[config.mk]
export PLATFORM = sky130hd
export DESIGN_NAME = blk_xlate_unit
export DESIGN_NICKNAME = d
export VERILOG_FILES = /design/src/rtl/blk_xlate_pkg.sv /design/src/rtl/blk_xlate_regs.sv /design/src/rtl/blk_xlate_pair.sv /design/src/rtl/blk_xlate_prio.sv /design/src/rtl/blk_xlate_unit.sv
export SDC_FILE = /design/constraint.sdc
export NUM_CORES = 2
export LEC_CHECK = 0
export BUFFER_PORTS_ARGS = -buffer_cell sky130_fd_sc_hd__buf_2
export CAP_MARGIN = 0
export CORE_MARGIN = 5
export CORE_UTILIZATION = 67
export DETAILED_ROUTE_END_ITERATION = 8
export PLACE_DENSITY = 0.89
export SYNTH_ARGS = -nofsm -noshare
export SYNTH_HDL_FRONTEND = slang
export SYNTH_SLANG_ARGS = --single-unit
[constraint.sdc]
create_clock -name clk -period 10 [get_ports clk]
set_clock_uncertainty 0.2 [all_clocks]
set_input_delay 2 -clock clk [delete_from_list [all_inputs] [get_ports clk]]
set_output_delay 2 -clock clk [all_outputs]
set_load 0.01 [all_outputs]
[src/rtl/blk_xlate_pkg.sv]
// Package: shared constants for the block address translation unit.
// Assumes 32-bit addresses with block granularity at bit 17.
package blk_xlate_pkg;
    localparam int unsigned AW      = 32;
    localparam int unsigned BLK_LSB = 17;
    localparam int unsigned LEN_W   = 11;
    localparam logic [AW-1:0] BASE_MASK = 32'hFFFE_0000;
    localparam logic [AW-1:0] OFS_MASK  = 32'h0001_FFFF;

    // Expand the length field of an upper word into the address-aligned mask L.
    function automatic logic [AW-1:0] len_mask(input logic [AW-1:0] upr);
        len_mask = {{(AW-LEN_W-BLK_LSB){1'b0}}, upr[12:2], {BLK_LSB{1'b0}}};
    endfunction
endpackage

[src/rtl/blk_xlate_regs.sv]
// Module: storage for the mapping words of both banks.
// Assumes the select layout {bank, pair index, lower}. All words reset to zero.
module blk_xlate_regs #(
    parameter int unsigned NPAIRS = 8,
    parameter int unsigned IDX_W  = 3,
    parameter int unsigned SEL_W  = IDX_W + 2
) (
    input  logic                 clk,
    input  logic                 rst_n,
    input  logic                 we,
    input  logic [SEL_W-1:0]     sel,
    input  logic [31:0]          wdata,
    input  logic                 bank_i,
    output logic [NPAIRS-1:0][31:0] upr,
    output logic [NPAIRS-1:0][31:0] lwr
);
    logic [NPAIRS-1:0][31:0] d_upr, d_lwr, i_upr, i_lwr;

    for (genvar p = 0; p < NPAIRS; p++) begin : g_pair
        logic hit_sel;
        assign hit_sel = we && (sel[IDX_W:1] == IDX_W'(p));

        // Capture writes aimed at this pair in either bank.
        always_ff @(posedge clk) begin
            if (!rst_n) begin
                d_upr[p] <= '0;
                d_lwr[p] <= '0;
                i_upr[p] <= '0;
                i_lwr[p] <= '0;
            end else if (hit_sel) begin
                case ({sel[SEL_W-1], sel[0]})
                    2'b00:   d_upr[p] <= wdata;
                    2'b01:   d_lwr[p] <= wdata;
                    2'b10:   i_upr[p] <= wdata;
                    default: i_lwr[p] <= wdata;
                endcase
            end
        end
    end

    // Present the bank chosen by the access type.
    always_comb begin
        upr = bank_i ? i_upr : d_upr;
        lwr = bank_i ? i_lwr : d_lwr;
    end
endmodule

[src/rtl/blk_xlate_pair.sv]
// Module: match and address formation for one mapping pair.
// Assumes the upper word layout {base[31:17], unused[16:13], len[12:2], sv, uv}.
module blk_xlate_pair
    import blk_xlate_pkg::*;
(
    input  logic [AW-1:0] ea,
    input  logic [AW-1:0] upr,
    input  logic [AW-1:0] lwr,
    input  logic          user_mode,
    output logic          hit,
    output logic [AW-1:0] pa
);
    logic [AW-1:0] lmask;
    logic          vld;
    logic          match;

    // Compare the unmasked base bits and form the translated address.
    always_comb begin
        lmask = len_mask(upr);
        vld   = user_mode ? upr[0] : upr[1];
        match = (((ea ^ upr) & ~lmask & BASE_MASK) == '0);
        hit   = vld && match;
        pa    = (ea & lmask) | (lwr & BASE_MASK) | (ea & OFS_MASK);
    end
endmodule

[src/rtl/blk_xlate_prio.sv]
// Module: first-match selection over the primary and extended groups.
// Assumes group 0 is always searched and later groups only with ext_en.
module blk_xlate_prio #(
    parameter int unsigned GRP_PAIRS = 4,
    parameter int unsigned GROUPS    = 2,
    parameter int unsigned NPAIRS    = GRP_PAIRS * GROUPS,
    parameter int unsigned IDX_W     = $clog2(NPAIRS)
) (
    input  logic [NPAIRS-1:0]       hits,
    input  logic [NPAIRS-1:0][31:0] pas,
    input  logic                    ext_en,
    output logic                    hit,
    output logic [IDX_W-1:0]        idx,
    output logic [31:0]             pa
);
    logic [NPAIRS-1:0] eff;

    // Gate the extended groups with the enable.
    always_comb begin
        for (int i = 0; i < NPAIRS; i++)
            eff[i] = hits[i] && ((i < GRP_PAIRS) || ext_en);
    end

    // Pick the lowest-index effective hit.
    always_comb begin
        hit = 1'b0;
        idx = '0;
        pa  = '0;
        for (int i = NPAIRS - 1; i >= 0; i--) begin
            if (eff[i]) begin
                hit = 1'b1;
                idx = IDX_W'(i);
                pa  = pas[i];
            end
        end
    end
endmodule

[src/rtl/blk_xlate_unit.sv]
// Module: top of the block address translation unit.
// Combinational lookup over registered mapping words; a miss returns zero.
module blk_xlate_unit #(
    parameter int unsigned GRP_PAIRS = 4,
    parameter int unsigned GROUPS    = 2,
    localparam int unsigned NPAIRS   = GRP_PAIRS * GROUPS,
    localparam int unsigned IDX_W    = $clog2(NPAIRS),
    localparam int unsigned SEL_W    = IDX_W + 2
) (
    input  logic             clk,
    input  logic             rst_n,
    input  logic             cfg_we,
    input  logic [SEL_W-1:0] cfg_sel,
    input  logic [31:0]      cfg_wdata,
    input  logic [31:0]      ea,
    input  logic             fetch,
    input  logic             user_mode,
    input  logic             ext_en,
    output logic [31:0]      pa,
    output logic             hit,
    output logic             miss,
    output logic [IDX_W-1:0] hit_idx
);
    logic [NPAIRS-1:0][31:0] upr, lwr, pas;
    logic [NPAIRS-1:0]       hits;
    logic [31:0]             sel_pa;

    blk_xlate_regs #(.NPAIRS(NPAIRS), .IDX_W(IDX_W), .SEL_W(SEL_W)) u_regs (
        .clk(clk), .rst_n(rst_n), .we(cfg_we), .sel(cfg_sel),
        .wdata(cfg_wdata), .bank_i(fetch), .upr(upr), .lwr(lwr)
    );

    for (genvar p = 0; p < NPAIRS; p++) begin : g_match
        blk_xlate_pair u_pair (
            .ea(ea), .upr(upr[p]), .lwr(lwr[p]), .user_mode(user_mode),
            .hit(hits[p]), .pa(pas[p])
        );
    end

    blk_xlate_prio #(.GRP_PAIRS(GRP_PAIRS), .GROUPS(GROUPS)) u_prio (
        .hits(hits), .pas(pas), .ext_en(ext_en),
        .hit(hit), .idx(hit_idx), .pa(sel_pa)
    );

    // Drive the outputs; the address is already zero on a miss.
    always_comb begin
        pa   = sel_pa;
        miss = !hit;
    end
endmodule

# Word-level counts from Yosys, hierarchy flattened
# Cells that the tools add are included.
# op_classes
muxes	34
bitwise_logic	49
reduce_logical	64
eq_ne	9
# op_table
op	n
256-bit 2-to-1 mux	2
32-bit by 28-bit AND with 32-bit output	8
32-bit AND	8
32-bit zero test	8
32-bit 2-to-1 mux	8
28-bit NOT with 32-bit output	8
32-bit by 17-bit bitwise OR with 32-bit output	8
32-bit bitwise OR	8
32-bit bitwise XOR	8
2-bit AND reduction	32
3-bit 2-to-1 mux	8
1-bit logical AND	20
1-bit 2-to-1 mux	16
3-bit == test, second input constant	4
3-bit by 2-bit == test with 1-bit output, second input constant	2
3-bit by 1-bit == test with 1-bit output, second input constant	1
3-bit zero test	1
3-bit OR reduction	1
2-bit by 1-bit == test with 1-bit output, second input constant	1
2-bit == test, second input constant	1
2-bit zero test	1
1-bit zero test	1
1-bit NOT	1
# totals
out_inout_bits	37
word_cells	188
regBits	1024
input_bits	75

# Logic depth before layout (Yosys ltp)
# logic_depth
depth_word	15
ltp_mapped	13
depth_no_buf	8

# Hierarchy
# Synthesis repeated with hierarchy kept, for this count alone.
# unflattened
cells_unflattened	4836
area_unflattened_um2	48336.4
# modules_own_cells
mod	instances	area_each_um2	seq_area_each_um2	cells_each
blk_xlate_regs	1	42385.7	20499.7	4040
blk_xlate_pair	8	451.7	0.0	59
blk_xlate_prio	1	2333.5	0.0	323
blk_xlate_unit	1	3.8	0.0	1

# Least setup slack after synthesis
# No wires, ideal clock.
# synth_path
kind	input to output
from	in ea[19]
to	out pa[27]
path_buffers	4
required_ns	7.800
setup_slack_ns	3.507
arrival_time_ns	4.293
path_stages	12
cell_sequence	buf_2 -> buf_2 -> buf_2 -> xnor2_1 -> o31ai_1 -> nor4_1 -> nand3_1 -> nor2_1 -> buf_2 -> nand3b_1 -> a2111o_1 -> nand3_1
# synth_between
elab_chain_cells	13
word_cells_on_any_way	44
classes_between	mux (8); bitwise (16); reduce/logical (20)
# synth_lines
element	line_no	source
from (decl)	blk_xlate_unit.sv:15	input logic [31:0] ea,
32-bit bitwise XOR	blk_xlate_pair.sv:21	match = (((ea ^ upr) & ~lmask & BASE_MASK) == '0);
32-bit AND	blk_xlate_pair.sv:21	
32-bit zero test	blk_xlate_pair.sv:21	
1-bit logical AND	blk_xlate_pair.sv:22	hit = vld && match;
1-bit logical AND	blk_xlate_prio.sv:21	eff[i] = hits[i] && ((i < GRP_PAIRS) || ext_en);
32-bit 2-to-1 mux (7 in a row)	blk_xlate_prio.sv:30	if (eff[i]) begin
32-bit 2-to-1 mux *	blk_xlate_prio.sv:30	
to (decl)	blk_xlate_unit.sv:19	output logic [31:0] pa,
# Every way passes the cells marked *; elsewhere a longest branch is shown, timed or not.

# Worst setup path in the final report
# layout_path
from	in fetch
to	out pa[17]
# layout_between
elab_chain_cells	14
word_cells_on_any_way	86
classes_between	mux (18); bitwise (48); reduce/logical (20)
# layout_lines
element	line_no	source
from (decl)	blk_xlate_unit.sv:16	input logic fetch,
256-bit 2-to-1 mux	blk_xlate_regs.sv:43	upr = bank_i ? i_upr : d_upr;
32-bit bitwise XOR / 28-bit NOT with 32-bit output (equally long branches)	blk_xlate_pair.sv:21	
32-bit AND	blk_xlate_pair.sv:21	
32-bit zero test	blk_xlate_pair.sv:21	
1-bit logical AND	blk_xlate_pair.sv:22	
1-bit logical AND	blk_xlate_prio.sv:21	
32-bit 2-to-1 mux (7 in a row)	blk_xlate_prio.sv:30	
32-bit 2-to-1 mux *	blk_xlate_prio.sv:30	
# Marks and branches as above.

==> metrics.log <==
[metrics] most area-consuming cells after synthesis: dfxtp_1 42%, nand2_1 16%, a21boi_0 16%
[metrics] fraction of registers with async set/reset: 0%
[metrics] highest-utilization routing layer at the global route stage: met2
[metrics] ports placed on the boundary: 112
[metrics] power per unit of standard cell area: 167 nW/µm²
[metrics] Resized cells post-CTS: 0
[metrics] Largest delay share family, worst path: simple AND/OR/NAND/NOR gates
[metrics] crit path capture type: output port
[metrics] wire length of the first global-routing pass: 166000 µm
[metrics] height of the chip: 230 µm
[metrics] number of port buffers: 107
[metrics] buffers plus inverters on the worst setup path: 3
[metrics] violation count after the first detailed-routing iteration: 4722
[metrics] GR Layer Usage met1: 49.0%
[metrics] proportion of layout cells with a drive suffix above 1: 7.54%
[metrics] GRT Util Overall: 39.8%
[metrics] number of max-cap violations: 0
[metrics] path type of the worst setup path: input pin to output port
[metrics] Final ANT Viol Nets: 0
[metrics] maximum level of the CTS H-tree: 3
[metrics] most frequent cell after synthesis: nand2_1
[metrics] endpoint arrival time on the critical path: 6.28 ns
[metrics] Total Die Area: 53100 µm²
[metrics] width of the chip: 230 µm
[metrics] sequential share of the synthesized area: 42.3%
[metrics] number of buffers created by CTS: 70
[metrics] Tmin final: 8.48 ns
[metrics] Layout Area Growth over Synthesis: 8.12%
[metrics] total wire length: 110000 µm
[metrics] vias in the first global route: 28724
[metrics] clk sink count: 688
[metrics] leading area contributor after synthesis: dfxtp_1
[metrics] result of the run: completed
[metrics] final weighted congestion in routability-driven placement: 0.981
[metrics] cell count after placement: 4538
[metrics] stage delay of the slowest cell on the critical path: 0.75 ns
[metrics] HPWL after DPL: 65900 µm
[metrics] net count after synthesis: 4195
[metrics] Worst setup SP type: input pin
[metrics] crit path max-delay cell type: nor2_1
[metrics] accumulated negative setup slack: 0 ns
[metrics] commonest cells in the synthesized netlist: 1416 x nand2_1, 688 x dfxtp_1, 685 x a21boi_0
[metrics] headroom to the max-slew limit: 11.0%
[metrics] crit-path cells: buf_8 > buf_4 > mux2i_1 > xor2_1 > nand3_1 > nor4_1 > o311ai_0 > nor2_1 > a21oi_1 > o21ai_0 > buf_2
[metrics] routed vias/inst: 6.57
[metrics] count of mapped cells out of synthesis: 4120
[metrics] clock tree from TritonCTS: yes
[metrics] first-pass iteration count of the detailed router: 7
[metrics] synthesized area: 32500 µm²
[metrics] Post-synth EDFFs: 0
[metrics] GRT met3 Usage: 12.2%
[metrics] initial antenna violation count: 3
[metrics] number of hold violations in the final report: 0
[metrics] count of warnings emitted by yosys: 0
[metrics] clock slew seen by the registers of the worst setup and hold paths: 0.06 ns
[metrics] part of the cycle the worst path needs: 84.8%
[metrics] post-CTS repair timing setup buffer count: 0
[metrics] LEAKAGE: 11.1 nW
[metrics] average cell area after synthesis: 7.90 µm²
[metrics] cell at the root of the clock tree: clkbuf_16
[metrics] cts hold-fix bufs: 0
[metrics] Max Clk Rate: 118 MHz
[metrics] Clock Tree Buf Depth: 3
[metrics] classification of the worst-slack hold path: register to register
[metrics] count of final max-slew check failures: 0
[metrics] Layout Utilization: 73.5%
[metrics] data required time of the worst path: 7.80 ns
[metrics] Netlist cell types: 63
[metrics] actual slew at the worst max-slew pin: 1.33 ns
[metrics] Initial Util: 68.0%
[metrics] Congestion Overflow GR: 0
[metrics] row cnt: 80
[metrics] unrepaired setup endpoints after global routing: no
[metrics] largest net degree at the start of global routing: 144
[metrics] number of remaining DRC errors: 0
[metrics] crit path max fanout: 84
[metrics] share of the synthesized area in the top cell type: 42.3%
[metrics] Primary FF master, synth: dfxtp_1
[metrics] final setup fails: 0
[metrics] core area: 47800 µm²
[metrics] worst-case vdd ir drop: 0.139 mV
[metrics] non-filler cells in the finished layout: 4664
[metrics] flop and latch count out of synthesis: 688
[metrics] worst-skew pair later-pin latency: 0.61 ns
[metrics] Wirelength per Cell: 23.6 µm
[metrics] number of vias after detailed routing: 30620
[metrics] GR Util met2: 58.8%
[metrics] post-layout net count: 4070
[flip-flops by register name (all words and copies together) (netlist names)]
| name | count |
|---|---|
| u_regs.d_upr | 224 |
| u_regs.i_lwr | 120 |
| u_regs.d_lwr | 120 |
| u_regs.i_upr | 224 |
[path summary, 6_finish.rpt]
check,from,end,slack (ns),depth (start not counted)
setup / recovery,fetch,pa[17],1.52,11
hold / removal,u_regs.i_lwr[214],u_regs.i_lwr[214],0.26,2
hold reg to reg,u_regs.i_lwr[214],u_regs.i_lwr[214],0.26,2
setup reg to reg,u_regs.i_upr[164],u_regs.i_upr[164],8.98,2
[layout by cell type (no fill, tap or decap), types with 55 or more instances in the layout]
master | synthesis | layout
clkbuf_16 | 0 | 73
xnor2_1 | 195 | 195
buf_2 | 56 | 105
mux2i_1 | 55 | 55
nor2_1 | 62 | 56
dfxtp_1 | 688 | 688
o22ai_1 | 61 | 61
nand2_1 | 1416 | 1416
a21boi_0 | 685 | 685
a21oi_1 | 192 | 192
a211oi_1 | 101 | 101
[logic make-up after synthesis]
family / count (synthesis) / share of synthesized area, %
compound gates: 1177 / 25.5
xor+xnor: 213 / 5.73
buf+inv: 369 / 4.64
flops: 688 / 42.3
mux: 72 / 2.49
simple gates: 1601 / 19.3
[routing by layer]
layer	vias up	wire length, µm
li1	13540	-
met5	-	17
met2	2305	45900
met1	14137	38400
met3	636	15600
met4	2	10300
[cell type report]
class                   instances  area [µm²]
diodes                          2        5.00
clock buffers                 111        2130
clock inverters                13         155
fillers                      3439       12700
inverters                      11        41.3
multi-input cells            3063       17300
flip-flops and latches        688       13800
well taps                     615         769
repair buffers                161         986
[stage by stage]
step                      hold WS, ns  total power [mW]  setup WS (ns)  instance area [µm²]
after detailed placement        0.256              3.25           1.79                32900
final                           0.263              5.87           1.52                35200
after CTS                       0.265              5.84           1.77                35200
after floorplan                 0.239              3.10           3.51                32500
after global placement          0.247              3.25           1.82                32900
after global routing            0.280              5.99           1.40                35200
[report_power, final]
group / total [mW] / internal, mW / switching, mW
combinational: 0.445 / 0.133 / 0.312
clock: 2.65 / 1.54 / 1.11
sequential: 2.77 / 2.76 / 0.0135
[worst reg2reg max path: cells and delay by family (launching register included)]
family,cells,cell delay [ns]
AOI/OAI and AO/OA,1,0.26
and+or+nand+nor,1,0.08
DFF,1,0.39
Power figures use the tool's default switching activity.
